### src/rtl/dir_pkg.sv
package dir_pkg;
  typedef enum logic [1:0] {
    SEL_NONE = 2'd0,
    SEL_REQ  = 2'd1,
    SEL_MASK = 2'd2,
    SEL_PEND = 2'd3
  } sel_e;

  localparam logic [1:0] SIZE_DWORD = 2'd3;
  localparam int         MASK_BASE  = 8;
  localparam int         PEND_BASE  = 16;
endpackage

### src/rtl/dir_decode.sv
module dir_decode
  import dir_pkg::*;
#(
  parameter int N_CPU         = 4,
  parameter int AW            = 16,
  parameter int MASK_BANK_BIT = 12,
  parameter int PEND_BANK_BIT = 13,
  parameter int BANK_LSB      = 4,
  parameter int BANK_W        = 6,
  parameter int REG_SHIFT     = 6,
  parameter int CPU_W         = 2
) (
  input  logic [AW-1:0]    addr_i,
  input  logic [1:0]       size_i,
  input  logic             we_i,
  output sel_e             sel_o,
  output logic [CPU_W-1:0] cpu_o,
  output logic             illegal_o
);
  localparam int IDX_W = AW - REG_SHIFT;

  logic [BANK_W-1:0] bank_idx;
  logic [IDX_W-1:0]  reg_idx;
  logic              unused_low;
  int                bidx, ridx;

  assign bank_idx   = addr_i[BANK_LSB +: BANK_W];
  assign reg_idx    = addr_i[AW-1:REG_SHIFT];
  assign unused_low = ^addr_i[BANK_LSB-1:0];
  assign bidx       = int'(bank_idx);
  assign ridx       = int'(reg_idx);

  always_comb begin
    sel_o = SEL_NONE;
    cpu_o = '0;
    if (addr_i[MASK_BANK_BIT]) begin
      if (bidx < N_CPU) begin
        sel_o = SEL_MASK;
        cpu_o = CPU_W'(bidx);
      end
    end else if (addr_i[PEND_BANK_BIT]) begin
      if (bidx < N_CPU) begin
        sel_o = SEL_PEND;
        cpu_o = CPU_W'(bidx);
      end
    end else if (ridx == 0) begin
      sel_o = SEL_REQ;
    end else if (ridx >= MASK_BASE && ridx < MASK_BASE + N_CPU) begin
      sel_o = SEL_MASK;
      cpu_o = CPU_W'(ridx - MASK_BASE);
    end else if (ridx >= PEND_BASE && ridx < PEND_BASE + N_CPU) begin
      sel_o = SEL_PEND;
      cpu_o = CPU_W'(ridx - PEND_BASE);
    end
  end

  assign illegal_o = (size_i != SIZE_DWORD) || (sel_o == SEL_NONE) ||
                     (we_i && (sel_o != SEL_MASK));
endmodule

### src/rtl/dir_req_vec.sv
module dir_req_vec #(
  parameter int VEC_W = 64,
  parameter int IDX_W = 6
) (
  input  logic             clk_i,
  input  logic             rst_ni,
  input  logic             set_i,
  input  logic [IDX_W-1:0] set_idx_i,
  input  logic             clr_i,
  input  logic [IDX_W-1:0] clr_idx_i,
  output logic [VEC_W-1:0] req_o,
  output logic [VEC_W-1:0] req_nxt_o
);
  logic [VEC_W-1:0] req_q;

  // clear applies only to an active bit; a set of the same index overrides it
  always_comb begin
    req_nxt_o = req_q;
    if (clr_i && req_q[clr_idx_i]) req_nxt_o[clr_idx_i] = 1'b0;
    if (set_i)                     req_nxt_o[set_idx_i] = 1'b1;
  end

  always_ff @(posedge clk_i or negedge rst_ni) begin
    if (!rst_ni) req_q <= '0;
    else         req_q <= req_nxt_o;
  end

  assign req_o = req_q;
endmodule

### src/rtl/dir_cpu_slice.sv
module dir_cpu_slice #(
  parameter int VEC_W = 64
) (
  input  logic             clk_i,
  input  logic             rst_ni,
  input  logic             mask_we_i,
  input  logic [VEC_W-1:0] mask_wdata_i,
  input  logic [VEC_W-1:0] req_nxt_i,
  output logic [VEC_W-1:0] mask_o,
  output logic [VEC_W-1:0] pend_o,
  output logic             irq_o
);
  logic [VEC_W-1:0] mask_q, mask_nxt, pend_q;
  logic             irq_q;

  assign mask_nxt = mask_we_i ? mask_wdata_i : mask_q;

  always_ff @(posedge clk_i or negedge rst_ni) begin
    if (!rst_ni) begin
      mask_q <= '0;
      pend_q <= '0;
      irq_q  <= 1'b0;
    end else begin
      mask_q <= mask_nxt;
      pend_q <= mask_nxt & req_nxt_i;
      irq_q  <= |pend_q;
    end
  end

  assign mask_o = mask_q;
  assign pend_o = pend_q;
  assign irq_o  = irq_q;
endmodule

### src/rtl/dir_router.sv
module dir_router
  import dir_pkg::*;
#(
  parameter int N_CPU         = 4,
  parameter int VEC_W         = 64,
  parameter int AW            = 16,
  parameter int MASK_BANK_BIT = 12,
  parameter int PEND_BANK_BIT = 13,
  parameter int IDX_W         = $clog2(VEC_W)
) (
  input  logic             clk_i,
  input  logic             rst_ni,
  input  logic             bus_req_i,
  input  logic             bus_we_i,
  input  logic [AW-1:0]    bus_addr_i,
  input  logic [1:0]       bus_size_i,
  input  logic [VEC_W-1:0] bus_wdata_i,
  output logic [VEC_W-1:0] rdata_o,
  output logic             err_o,
  input  logic             dev_set_i,
  input  logic [IDX_W-1:0] dev_set_idx_i,
  input  logic             dev_clr_i,
  input  logic [IDX_W-1:0] dev_clr_idx_i,
  output logic [N_CPU-1:0] irq_o
);
  localparam int CPU_W = (N_CPU > 1) ? $clog2(N_CPU) : 1;

  sel_e                        sel;
  logic [CPU_W-1:0]            cpu;
  logic                        illegal, acc_ok;
  logic [VEC_W-1:0]            req_vec, req_nxt, rd_d, rdata_q;
  logic [N_CPU-1:0][VEC_W-1:0] mask_all, pend_all;
  logic                        err_q;

  dir_decode #(
    .N_CPU(N_CPU), .AW(AW), .MASK_BANK_BIT(MASK_BANK_BIT),
    .PEND_BANK_BIT(PEND_BANK_BIT), .BANK_LSB(4), .BANK_W(6),
    .REG_SHIFT(6), .CPU_W(CPU_W)
  ) u_dec (
    .addr_i(bus_addr_i), .size_i(bus_size_i), .we_i(bus_we_i),
    .sel_o(sel), .cpu_o(cpu), .illegal_o(illegal)
  );

  assign acc_ok = bus_req_i && !illegal;

  dir_req_vec #(.VEC_W(VEC_W), .IDX_W(IDX_W)) u_req (
    .clk_i(clk_i), .rst_ni(rst_ni),
    .set_i(dev_set_i), .set_idx_i(dev_set_idx_i),
    .clr_i(dev_clr_i), .clr_idx_i(dev_clr_idx_i),
    .req_o(req_vec), .req_nxt_o(req_nxt)
  );

  for (genvar c = 0; c < N_CPU; c++) begin : g_cpu
    logic mask_we;
    assign mask_we = acc_ok && bus_we_i && (sel == SEL_MASK) && (int'(cpu) == c);
    dir_cpu_slice #(.VEC_W(VEC_W)) u_slice (
      .clk_i(clk_i), .rst_ni(rst_ni),
      .mask_we_i(mask_we), .mask_wdata_i(bus_wdata_i),
      .req_nxt_i(req_nxt),
      .mask_o(mask_all[c]), .pend_o(pend_all[c]), .irq_o(irq_o[c])
    );
  end

  always_comb begin
    rd_d = '0;
    if (acc_ok && !bus_we_i) begin
      unique case (sel)
        SEL_REQ:  rd_d = req_vec;
        SEL_MASK: rd_d = mask_all[cpu];
        SEL_PEND: rd_d = pend_all[cpu];
        default:  rd_d = '0;
      endcase
    end
  end

  always_ff @(posedge clk_i or negedge rst_ni) begin
    if (!rst_ni) begin
      rdata_q <= '0;
      err_q   <= 1'b0;
    end else begin
      rdata_q <= rd_d;
      err_q   <= bus_req_i && illegal;
    end
  end

  assign rdata_o = rdata_q;
  assign err_o   = err_q;
endmodule

### config.mk
export PLATFORM = sky130hd
export DESIGN_NAME = dir_router
export DESIGN_NICKNAME = d
export VERILOG_FILES = /design/src/rtl/dir_pkg.sv /design/src/rtl/dir_decode.sv /design/src/rtl/dir_req_vec.sv /design/src/rtl/dir_cpu_slice.sv /design/src/rtl/dir_router.sv
export SDC_FILE = /design/constraint.sdc
export NUM_CORES = 1
export LEC_CHECK = 0
export BUFFER_PORTS_ARGS = -buffer_cell sky130_fd_sc_hd__buf_2
export CAP_MARGIN = 25
export CELL_PAD_IN_SITES_DETAIL_PLACEMENT = 1
export CELL_PAD_IN_SITES_GLOBAL_PLACEMENT = 2
export CORE_ASPECT_RATIO = 1.2
export CORE_UTILIZATION = 42
export CTS_CLUSTER_SIZE = 28
export DETAILED_ROUTE_END_ITERATION = 10
export PLACE_DENSITY_LB_ADDON = 0.1
export SYNTH_ARGS = -nofsm -noshare
export SYNTH_HDL_FRONTEND = slang
export SYNTH_SLANG_ARGS = --single-unit
### constraint.sdc
create_clock -name clk_i -period 2.7 [get_ports clk_i]
set_input_delay 0.405 -clock clk_i [delete_from_list [all_inputs] [get_ports clk_i]]
set_output_delay 0.405 -clock clk_i [all_outputs]
set_load 0.02 [all_outputs]
==> run_results.csv <==
group,metric,value,unit
outcome,outcome,"completed",
yosys,postSynthAreaPerCell,12.3,sq um
clock_network,cts_setup_buffers,0,
critical_path,worst-path-buf-inv,4,
power,p_leak,15.9,nW
yosys,yosysWarnings,0,
clock_network,cts_resized,0,
worst_hold_path,holdPathEnd,"g_cpu[2].u_slice.mask_o[38]$_DFF_PN0_",
timing,drv_slew,0,
final_layout,final_nets,2626,
timing,hold_ws,65.0,ps
clock_network,cts-root-buf,"clkbuf_16",
place,globalplace.congestion,0.888,
job,maxCapViolCount,0,
timing,fmax,0.382,GHz
timing,finalCritPeriodShare,96.9,%
yosys,synthArstFlopShare,100,%
drt,ant_nets,0,
critical_path,critPathMaxStageDelay,560,ps
timing,tightest_slew,964,ps
drt,drc,0,
critical_path,reg2regPathDepth,6,
drt,vias,20734,
critical_path,path_cells,"buf_2 > or4_4 > or4_1 > buf_4 > o32ai_4 > buf_4 > and2_2 > buf_12 > a222oi_1 > o211ai_1",
critical_path,cp_top_family,"simple AND/OR/NAND/NOR gates",
critical_path,crit_type,"input pin to flip-flop",
final_layout,areaGrowthSynthToFinish,21.4,%
yosys,synthFlopType,"dfrtp_1",
power,power_density,658,mW/mm^2
final_layout,postLayoutCoreUtil,51.5,%
drt,dr.pass1.iters,7,
power,peakVddDrop,0.487,mV
critical_path,startpoint_type,"input pin",
drt,wl_per_cell,29.7,um
place,hpwl,72.5,mm
timing,finalHoldViolCount,0,
yosys,synth_area,0.0274,sq mm
critical_path,crit_slowest_cell,"or4_1",
place,portBuffers,164,
critical_path,reg2reg_to,"g_cpu[2].u_slice.pend_o[41]$_DFF_PN0_",
grt,grt-ovfl-total,0,
timing,relSlewSlack,35.0,%
die,io_pins,169,
clock_network,cts_sinks,645,
grt,grt_pass1_wl,151,mm
final_layout,drive_gt1_share,27.1,%
clock_network,cts_buffer_depth,3,
clock_network,clk_pin_slew_worst_paths,60,ps
worst_hold_path,hold_depth,2,
worst_hold_path,worst_hold_path_type,"input pin to flip-flop",
yosys,ys_seq_elements,645,
drt,vias_per_cell,6.08,
yosys,synth_cell_types,56,
critical_path,crit_arrival,3120,ps
die,fp-row-count,102,
grt,track_usage,30.9,%
die,die_x,235,um
drt,wl,101,mm
clock_network,clkLatencyLatePin,620,ps
timing,rsz0062_at_grt,"false",
yosys,synth-edff-count,0,
grt,antenna_found_initial,17,
critical_path,r2r-start,"u_req.req_o[45]$_DFF_PN0_",
worst_hold_path,hold_path_startpoint,"bus_wdata_i[38]",
critical_path,path_max_fanout,24,
yosys,syn_inst,2233,
critical_path,rrSetupSlack,400,ps
clock_network,hold_buffers,3,
clock_network,numCtsBuffers,69,
die,dieArea,0.0663,sq mm
timing,finClkSkew,21.9,ps
critical_path,end_kind,"flip-flop",
drt,drt_iter0_markers,1749,
grt,grt_pass1_vias,22493,
yosys,syn-num-nets,2333,
critical_path,crit_top_cell,"buf_4",
die,core_area,0.0646,sq mm
timing,setup_violations,0,
grt,grt_max_degree,88,
final_layout,final_cell_mix,"dfrtp_1 (645), nor2b_1 (213), mux2_2 (193)",
yosys,ys_seq_area_share,58.9,%
timing,period_needed,2620,ps
die,die_y,282,um
clock_network,cts_tree,"yes",
final_layout,final_common_cell,"dfrtp_1",
critical_path,cp.required,3200,ps
clock_network,cts-htree-levels,3,
die,start_util,42.4,%
per-stage QoR:
step                      setup TNS, ps  power (mW)  setup WS [ps]  cell area, sq um  instances
after floorplan                  -46490        11.2           -177             27600       2233
final                                 0        21.9           83.6             33300       3410
after detailed placement        -166090        12.3           -530             30900       3284
after global placement          -162170        12.3           -513             30900       3284
after CTS                             0        22.1            119             33300       3407
after global routing                  0        22.6           34.6             33300       3410
registers in the layout (all words and copies together), names as in the netlist:
name / cells
g_cpu.u_slice.mask_o: 256
g_cpu.u_slice.pend_o: 256
rdata_o: 64
u_req.req_o: 64
g_cpu.u_slice.irq_o: 4
err_o: 1
layout make-up:
class | instances | area [sq um]
sequential | 645 | 16100
fill | 6611 | 31300
multi-input combinational | 1378 | 10600
tap | 832 | 1040
clock buffer | 101 | 2090
antenna | 3 | 7.51
inverter | 69 | 259
timing repair buffer | 363 | 2920
clock inverter | 19 | 209
logic make-up (layout without fill, tap and decap cells):
| kind of cell | count (synthesis) | after routing | synth area share, % |
|---|---|---|---|
| muxes | 275 | 275 | 11.4 |
| other | 0 | 3 | 0 |
| AOI/OAI and AO/OA | 525 | 525 | 14.3 |
| buffers and inverters | 210 | 552 | 3.02 |
| DFF | 645 | 645 | 58.9 |
| and+or+nand+nor | 577 | 577 | 12.3 |
| xor gates and xnor gates | 1 | 1 | 0.0320 |
synth_stat cells, types with 31 or more instances:
master | n | share of area, %
nor4_1 | 67 | 1.5
a22o_1 | 52 | 1.7
nor2b_1 | 214 | 4.9
a21oi_1 | 47 | 0.86
mux2_2 | 193 | 7.9
dfrtp_1 | 645 | 59
inv_1 | 69 | 0.95
nand2_1 | 42 | 0.58
a22oi_1 | 86 | 2.4
clkbuf_1 | 106 | 1.5
o211ai_1 | 57 | 1.6
o21ai_0 | 80 | 1.5
nor2_1 | 81 | 1.1
a32o_1 | 31 | 1.1
mux2_1 | 60 | 2.5
a222oi_1 | 44 | 1.6
a32oi_1 | 46 | 1.5
where the power goes:
group,switching (mW),total (mW),internal (mW),leakage (nW)
clock,4.03,9.70,5.67,1.12
sequential,0.353,10.3,9.99,8.90
combinational,1.21,1.84,0.634,5.86
per-layer routing:
metal | up-vias | GRT usage [%] | share of wire (%)
li1 | 8883 | - | -
met1 | 10946 | 40.6 | 43
met2 | 719 | 51.9 | 49
met3 | 166 | 5.99 | 6.2
met4 | 20 | 8.91 | 2.3
met5 | - | 0 | 0.13
how the worst max path moves through the flow:
| stage | from | to | slack [ps] | cells past startpoint |
|---|---|---|---|---|
| 6_report | bus_addr_i[14] | rdata_o[9]$_DFF_PN0_ | 80 | 10 |
| 5_1_grt | bus_addr_i[14] | rdata_o[36]$_DFF_PN0_ | 30 | 10 |
| 3_5_place_dp | bus_addr_i[14] | rdata_o[36]$_DFF_PN0_ | -530 | 10 |
| 4_1_cts | bus_addr_i[14] | rdata_o[36]$_DFF_PN0_ | 120 | 10 |
| 3_3_place_gp | bus_addr_i[14] | rdata_o[36]$_DFF_PN0_ | -510 | 10 |
| 2_1_floorplan | bus_addr_i[14] | g_cpu[2].u_slice.pend_o[13]$_DFF_PN0_ | -180 | 8 |
No activity file was read; power rests on OpenSTA's default activity.
